File: src/rtl/guard_timer_pkg.sv
package guard_timer_pkg;
  localparam int CTRL_RUN_BIT  = 0;
  localparam int CTRL_KICK_BIT = 1;
  localparam int CTRL_STAT_BIT = 8;

  typedef enum logic [1:0] {
    ACT_BOTH     = 2'd0,
    ACT_BOTH_A   = 2'd1,
    ACT_IRQ_ONLY = 2'd2,
    ACT_BOTH_B   = 2'd3
  } act_e;
endpackage

File: src/rtl/gt_regs.sv
module gt_regs
  import guard_timer_pkg::*;
#(
  parameter int ADDR_W     = 16,
  parameter int DATA_W     = 32,
  parameter int PER_W      = 4,
  parameter int CODE_DEF   = 9,
  parameter logic [ADDR_W-1:0] OFF_PERIOD = 16'h3004,
  parameter logic [ADDR_W-1:0] OFF_ACTION = 16'h3008,
  parameter logic [ADDR_W-1:0] OFF_CTRL   = 16'h300C
) (
  input  logic              clk,
  input  logic              rst,
  input  logic              wr_en_i,
  input  logic              rd_en_i,
  input  logic [ADDR_W-1:0] addr_i,
  input  logic [DATA_W-1:0] wdata_i,
  input  logic              status_i,
  output logic [PER_W-1:0]  period_code_o,
  output logic [1:0]        act_sel_o,
  output logic              run_o,
  output logic              load_req_o,
  output logic [DATA_W-1:0] rdata_o
);
  logic hit_per, hit_act, hit_ctl;
  logic [DATA_W-1:0] rd_mux;
  logic wd_unused;

  assign hit_per = (addr_i == OFF_PERIOD);
  assign hit_act = (addr_i == OFF_ACTION);
  assign hit_ctl = (addr_i == OFF_CTRL);
  assign wd_unused = &{1'b0, wdata_i[DATA_W-1:PER_W]};

  always_comb begin
    rd_mux = '0;
    if (hit_per) rd_mux[PER_W-1:0] = period_code_o;
    if (hit_act) rd_mux[1:0] = act_sel_o;
    if (hit_ctl) begin
      rd_mux[CTRL_RUN_BIT]  = run_o;
      rd_mux[CTRL_STAT_BIT] = status_i;
    end
  end

  always_ff @(posedge clk) begin
    if (rst) begin
      period_code_o <= PER_W'(CODE_DEF);
      act_sel_o     <= ACT_BOTH;
      run_o         <= 1'b0;
      load_req_o    <= 1'b0;
      rdata_o       <= '0;
    end else begin
      load_req_o <= 1'b0;
      if (wr_en_i) begin
        if (hit_per) period_code_o <= wdata_i[PER_W-1:0];
        if (hit_act) act_sel_o <= wdata_i[1:0];
        if (hit_ctl) begin
          run_o      <= wdata_i[CTRL_RUN_BIT];
          load_req_o <= wdata_i[CTRL_RUN_BIT] &
                        (wdata_i[CTRL_KICK_BIT] | ~run_o);
        end
      end
      if (rd_en_i) rdata_o <= rd_mux;
    end
  end

  a_r3_kick_reads_zero: assert property (@(posedge clk) disable iff (rst)
    (rd_en_i && hit_ctl) |=> !rdata_o[CTRL_KICK_BIT]);
endmodule

File: src/rtl/gt_counter.sv
module gt_counter #(
  parameter int PER_W    = 4,
  parameter int CODE_MIN = 3,
  parameter int CODE_MAX = 10
) (
  input  logic             clk,
  input  logic             rst,
  input  logic             run_i,
  input  logic             load_req_i,
  input  logic             tick_i,
  input  logic [PER_W-1:0] period_code_i,
  output logic             expired_o,
  output logic             status_o
);
  localparam int CNT_W = CODE_MAX - CODE_MIN + 1;

  logic [CNT_W-1:0] cnt_q;
  logic [CNT_W-1:0] load_val;
  logic [PER_W-1:0] code_c;
  logic             armed_q;

  always_comb begin
    if (period_code_i < PER_W'(CODE_MIN))      code_c = PER_W'(CODE_MIN);
    else if (period_code_i > PER_W'(CODE_MAX)) code_c = PER_W'(CODE_MAX);
    else                                       code_c = period_code_i;
    load_val = CNT_W'(1) << (code_c - PER_W'(CODE_MIN));
  end

  always_ff @(posedge clk) begin
    if (rst) begin
      cnt_q     <= '0;
      expired_o <= 1'b0;
      status_o  <= 1'b0;
      armed_q   <= 1'b0;
    end else if (!run_i) begin
      expired_o <= 1'b0;
      status_o  <= 1'b0;
      armed_q   <= 1'b0;
    end else if (load_req_i) begin
      cnt_q     <= load_val;
      expired_o <= 1'b0;
      status_o  <= 1'b0;
      armed_q   <= 1'b1;
    end else begin
      if (armed_q) begin
        status_o <= 1'b1;
        armed_q  <= 1'b0;
      end
      if (tick_i && !expired_o && cnt_q != '0) begin
        cnt_q <= cnt_q - CNT_W'(1);
        if (cnt_q == CNT_W'(1)) expired_o <= 1'b1;
      end
    end
  end

  a_r7_frozen_when_off: assert property (@(posedge clk) disable iff (rst)
    !run_i |=> $stable(cnt_q));
  a_r6_status_low_when_off: assert property (@(posedge clk) disable iff (rst)
    !run_i |=> !status_o);
  a_r10_expiry_held: assert property (@(posedge clk) disable iff (rst)
    (expired_o && run_i && !load_req_i) |=> expired_o);
  a_r4_expired_at_zero: assert property (@(posedge clk) disable iff (rst)
    expired_o |-> (cnt_q == '0));
endmodule

File: src/rtl/gt_expiry.sv
module gt_expiry
  import guard_timer_pkg::*;
(
  input  logic       clk,
  input  logic       rst,
  input  logic       expired_i,
  input  logic [1:0] act_sel_i,
  output logic       irq_o,
  output logic       rst_req_o
);
  always_ff @(posedge clk) begin
    if (rst) begin
      irq_o     <= 1'b0;
      rst_req_o <= 1'b0;
    end else begin
      irq_o     <= expired_i;
      rst_req_o <= expired_i && (act_sel_i != ACT_IRQ_ONLY);
    end
  end

  a_r8_irq_only_mode: assert property (@(posedge clk) disable iff (rst)
    (act_sel_i == ACT_IRQ_ONLY) |=> !rst_req_o);
  a_r8_req_with_irq: assert property (@(posedge clk) disable iff (rst)
    rst_req_o |-> irq_o);
endmodule

File: src/rtl/guard_timer.sv
module guard_timer #(
  parameter int ADDR_W   = 16,
  parameter int DATA_W   = 32,
  parameter int PER_W    = 4,
  parameter int CODE_MIN = 3,
  parameter int CODE_MAX = 10,
  parameter int CODE_DEF = 9,
  parameter logic [ADDR_W-1:0] OFF_PERIOD = 16'h3004,
  parameter logic [ADDR_W-1:0] OFF_ACTION = 16'h3008,
  parameter logic [ADDR_W-1:0] OFF_CTRL   = 16'h300C
) (
  input  logic              clk,
  input  logic              rst,
  input  logic              sec_tick_i,
  input  logic              wr_en_i,
  input  logic              rd_en_i,
  input  logic [ADDR_W-1:0] addr_i,
  input  logic [DATA_W-1:0] wdata_i,
  output logic [DATA_W-1:0] rdata_o,
  output logic              irq_o,
  output logic              rst_req_o
);
  logic [PER_W-1:0] period_code;
  logic [1:0]       act_sel;
  logic             run, load_req, status, expired;

  gt_regs #(
    .ADDR_W(ADDR_W), .DATA_W(DATA_W), .PER_W(PER_W), .CODE_DEF(CODE_DEF),
    .OFF_PERIOD(OFF_PERIOD), .OFF_ACTION(OFF_ACTION), .OFF_CTRL(OFF_CTRL)
  ) u_regs (
    .clk(clk), .rst(rst), .wr_en_i(wr_en_i), .rd_en_i(rd_en_i),
    .addr_i(addr_i), .wdata_i(wdata_i), .status_i(status),
    .period_code_o(period_code), .act_sel_o(act_sel), .run_o(run),
    .load_req_o(load_req), .rdata_o(rdata_o)
  );

  gt_counter #(
    .PER_W(PER_W), .CODE_MIN(CODE_MIN), .CODE_MAX(CODE_MAX)
  ) u_counter (
    .clk(clk), .rst(rst), .run_i(run), .load_req_i(load_req),
    .tick_i(sec_tick_i), .period_code_i(period_code),
    .expired_o(expired), .status_o(status)
  );

  gt_expiry u_expiry (
    .clk(clk), .rst(rst), .expired_i(expired), .act_sel_i(act_sel),
    .irq_o(irq_o), .rst_req_o(rst_req_o)
  );
endmodule

File: config.mk
export PLATFORM = sky130hd
export DESIGN_NAME = guard_timer
export DESIGN_NICKNAME = d
export VERILOG_FILES = /design/src/rtl/guard_timer_pkg.sv /design/src/rtl/gt_regs.sv /design/src/rtl/gt_counter.sv /design/src/rtl/gt_expiry.sv /design/src/rtl/guard_timer.sv
export SDC_FILE = /design/constraint.sdc
export NUM_CORES = 1
export LEC_CHECK = 0
export ABC_AREA = 1
export BUFFER_PORTS_ARGS = -buffer_cell sky130_fd_sc_hd__buf_4
export CAP_MARGIN = 10
export CORE_UTILIZATION = 25
export CTS_BUF_LIST = sky130_fd_sc_hd__clkbuf_8
export DETAILED_ROUTE_END_ITERATION = 8
export GPL_TIMING_DRIVEN = 0
export HOLD_SLACK_MARGIN = 0.1
export SETUP_SLACK_MARGIN = 0.4
export SYNTH_ARGS = -nofsm -noshare
export SYNTH_HDL_FRONTEND = slang
export SYNTH_SLANG_ARGS = --single-unit
File: constraint.sdc
create_clock -name clk -period 1.3 [get_ports clk]
set_input_delay 0.195 -clock clk [delete_from_list [all_inputs] [get_ports clk]]
set_output_delay 0.195 -clock clk [all_outputs]
set_load 0.01 [all_outputs]
==> impl_metrics.json <==
{
  "syn_area_per_cell_um2": 6.383,
  "nFillCells": 679,
  "die_w_um": 84.56,
  "muxShareOfSynthArea_pct": 0,
  "synth_top_family_by_area": "simple AND/OR/NAND/NOR gates",
  "n_antenna_cell": 0,
  "fin_crit_sh_pct": 98.05,
  "insertion_delay_ns": 0.28,
  "grt_remaining_overflow": 0,
  "rows": 29,
  "syn_area_mm2": 0.001704,
  "violations": "design-rule violations",
  "coreArea_mm2": 0.006459,
  "wl_um": 4292,
  "ant_nets": 0,
  "gp_congestion": 0.8670,
  "required_ns": 1.49,
  "cts_num_sinks": 26,
  "rsz0062_at_grt": "yes",
  "root_buffer": "clkbuf_8",
  "avgViaCountPerCell": 4.251,
  "pin_count": 87,
  "drive_gt1_share_pct": 47.80,
  "grt_pass1_vias": 1526,
  "critPathLaunchType": "register",
  "crit_path_end_kind": "register",
  "synth_cell_types": 23,
  "path_delay_family": "flip-flops",
  "hold_viol": 0,
  "dr.first_iter.drc_count": 46,
  "grt_pass1_wl_um": 6534,
  "syn_to_final_growth_pct": 55.80,
  "grt.total_usage_pct": 11.21,
  "htreeDepth": 1,
  "fp.dieH_um": 84.56,
  "crit_path_top_delay_cell": "dfxtp_2",
  "cpMostUsedCell": "nand2_4",
  "antenna_found_initial": 0,
  "die_area_mm2": 0.007150,
  "portBuffers": 30,
  "firstDrtPassIters": 6,
  "synth_warnings": 0,
  "crit_path_cell_trace": "inv_4, ha_4, nand2_4, o21bai_4, nand2_4, nand2_4, buf_6, nand2_1, nand2_1, nor2_1",
  "leakage_nw": 1.273,
  "clk_pin_slew_ns": 0.10,
  "ys.flop_type": "dfxtp_1",
  "synth_cells": 267,
  "start_util_pct": 26.39,
  "yosysSeqAreaShare_pct": 30.54,
  "ys_seq_elements": 26,
  "worst-path-buf-inv": 2,
  "maxSlewViolCount": 0,
  "crit_arrival_ns": 1.46,
  "final-setup-viol-count": 0,
  "hp-class": "in2reg",
  "grt_max_degree": 16,
  "outcome": "finished, violations left",
  "cts_buffers": 3,
  "ctsLongestPathBuffers": 2,
  "final_cell_mix": "52 x buf_4, 45 x nand2_1, 33 x nor2_1",
  "fmax_mhz": 784.5,
  "crit_path_max_incr_delay_ns": 0.35,
  "yosys.area.top_type": "dfxtp_1",
  "post_synth_fa_ha_maj_area_fraction_pct": 2.203,
  "hpwl_um": 2999,
  "finClkSkew_ns": 0.008249,
  "cap_viol_max_count": 0,
  "netlist.area_leader.share_pct": 30.54,
  "layout_commonest_cell": "buf_4",
  "max-slew-margin-rel_pct": 60.39,
  "nets": 398,
  "synth_compound_area_share_pct": 8.150,
  "synthXorXnorAreaFrac_pct": 0,
  "crit_fanout": 5,
  "drc_errors": 10,
  "power.density_mw_per_mm2": 667.2,
  "vias": 1777,
  "power_mw": 1.771,
  "max_slew.worst_pin.slew_ns": 0.5942,
  "fin_setup_tns_ns": 0,
  "synth_edf_count": 0,
  "irDropWorstVdd_v": 0.0005248,
  "synthTopCellsByArea": "dfxtp_1 31%, nand2_1 13%, buf_4 12%, nor2_1 11%, inv_1 6.6%",
  "period_needed_ns": 1.275,
  "async_reset_ff_share_pct": 0,
  "crit_type": "reg2reg",
  "ctsHoldBuffers": 0,
  "tritoncts": "done",
  "yosys.area_share.simple_pct": 37.96,
  "wl_per_cell_um": 10.27
}
[synth_stat cells (3+ instances only)]
| cell | number |
|---|---|
| ha_1 | 3 |
| a21oi_1 | 13 |
| nor3_1 | 3 |
| nor2_1 | 50 |
| nand4_1 | 12 |
| nand3_1 | 16 |
| inv_1 | 30 |
| nand2_2 | 3 |
| dfxtp_1 | 26 |
| buf_4 | 28 |
| nand2_1 | 59 |
| clkbuf_1 | 3 |
| o21ai_0 | 7 |
[logic make-up (layout without fill, tap and decap cells)]
kind of cell               count (synthesis)  count (layout)
AOI/OAI and AO/OA                         25              25
adders and majority gates                  3               3
DFF                                       26              26
other                                      1              27
buffers and inverters                     63             111
and+or+nand+nor                          149             149
[flip-flops by register name, summed over array words and instances, names as in the netlist]
signal and flops:
u_counter.cnt_q 8, u_regs.rdata_o 5, u_regs.period_code_o 4, u_regs.act_sel_o 2, u_counter.armed_q 1, u_counter.expired_o 1, u_counter.status_o 1, u_expiry.irq_o 1
u_expiry.rst_req_o 1, u_regs.load_req_o 1, u_regs.run_o 1
[power breakdown]
group	total [mW]	switching, mW	internal [mW]
logic	0.278	0.133	0.146
clock network	0.692	0.280	0.412
registers	0.801	0.00290	0.799
total	1.77	0.415	1.36
[path summary, 6_finish.rpt]
| path | startpoint | end | slack [ns] | cells past startpoint |
|---|---|---|---|---|
| max | u_counter.cnt_q[1] | u_counter.cnt_q[5] | 0.03 | 10 |
| min | rst | u_expiry.irq_o | 0.11 | 2 |
| max reg2reg | u_counter.cnt_q[1] | u_counter.cnt_q[5] | 0.03 | 10 |
| min reg2reg | u_counter.armed_q | u_counter.status_o | 0.46 | 2 |
[per-stage QoR]
step	instances	hold WS [ns]	setup WS [ns]	util [%]	instance area, um2
2_1_floorplan	293	0.2756	0.1128	-	1869
3_3_place_gp	400	0.4003	-0.01294	33.92	2191
3_5_place_dp	400	0.4075	-0.03507	33.92	2191
4_1_cts	413	0.1044	0.03566	37.33	2411
5_1_grt	418	0.1072	-0.06283	41.11	2655
6_report	418	0.1056	0.02535	41.11	2655
[layout make-up]
type / instances / area (um2) / area share, %
Timing Repair Buffer: 44 / 405.4 / 15.27
Clock buffer: 3 / 41.29 / 1.555
Clock inverter: 1 / 30.03 / 1.131
Tap cell: 77 / 96.34 / 3.629
Multi-Input combinational cell: 204 / 1167 / 43.97
Buffer: 33 / 245.2 / 9.237
Inverter: 30 / 125.1 / 4.713
Sequential cell: 26 / 544.3 / 20.50
[metal layers]
metal | part of all wire [%] | wire (um) | up-vias | GRT usage [%]
li1 | - | - | 942 | -
met1 | 42 | 1823 | 780 | 13.27
met2 | 51 | 2202 | 49 | 20.92
met3 | 5.1 | 217 | 6 | 2.557
met4 | 1.1 | 47 | 0 | 1.695
met5 | 0 | 0 | - | 0
[repair_timing]
item,CTS,global route
setup endpoints to repair,25,29
pin swaps,14,29
gates resized for setup,31,68
setup buffers,8,5
gates cloned,1,0
No activity file was read; power rests on OpenSTA's default activity.
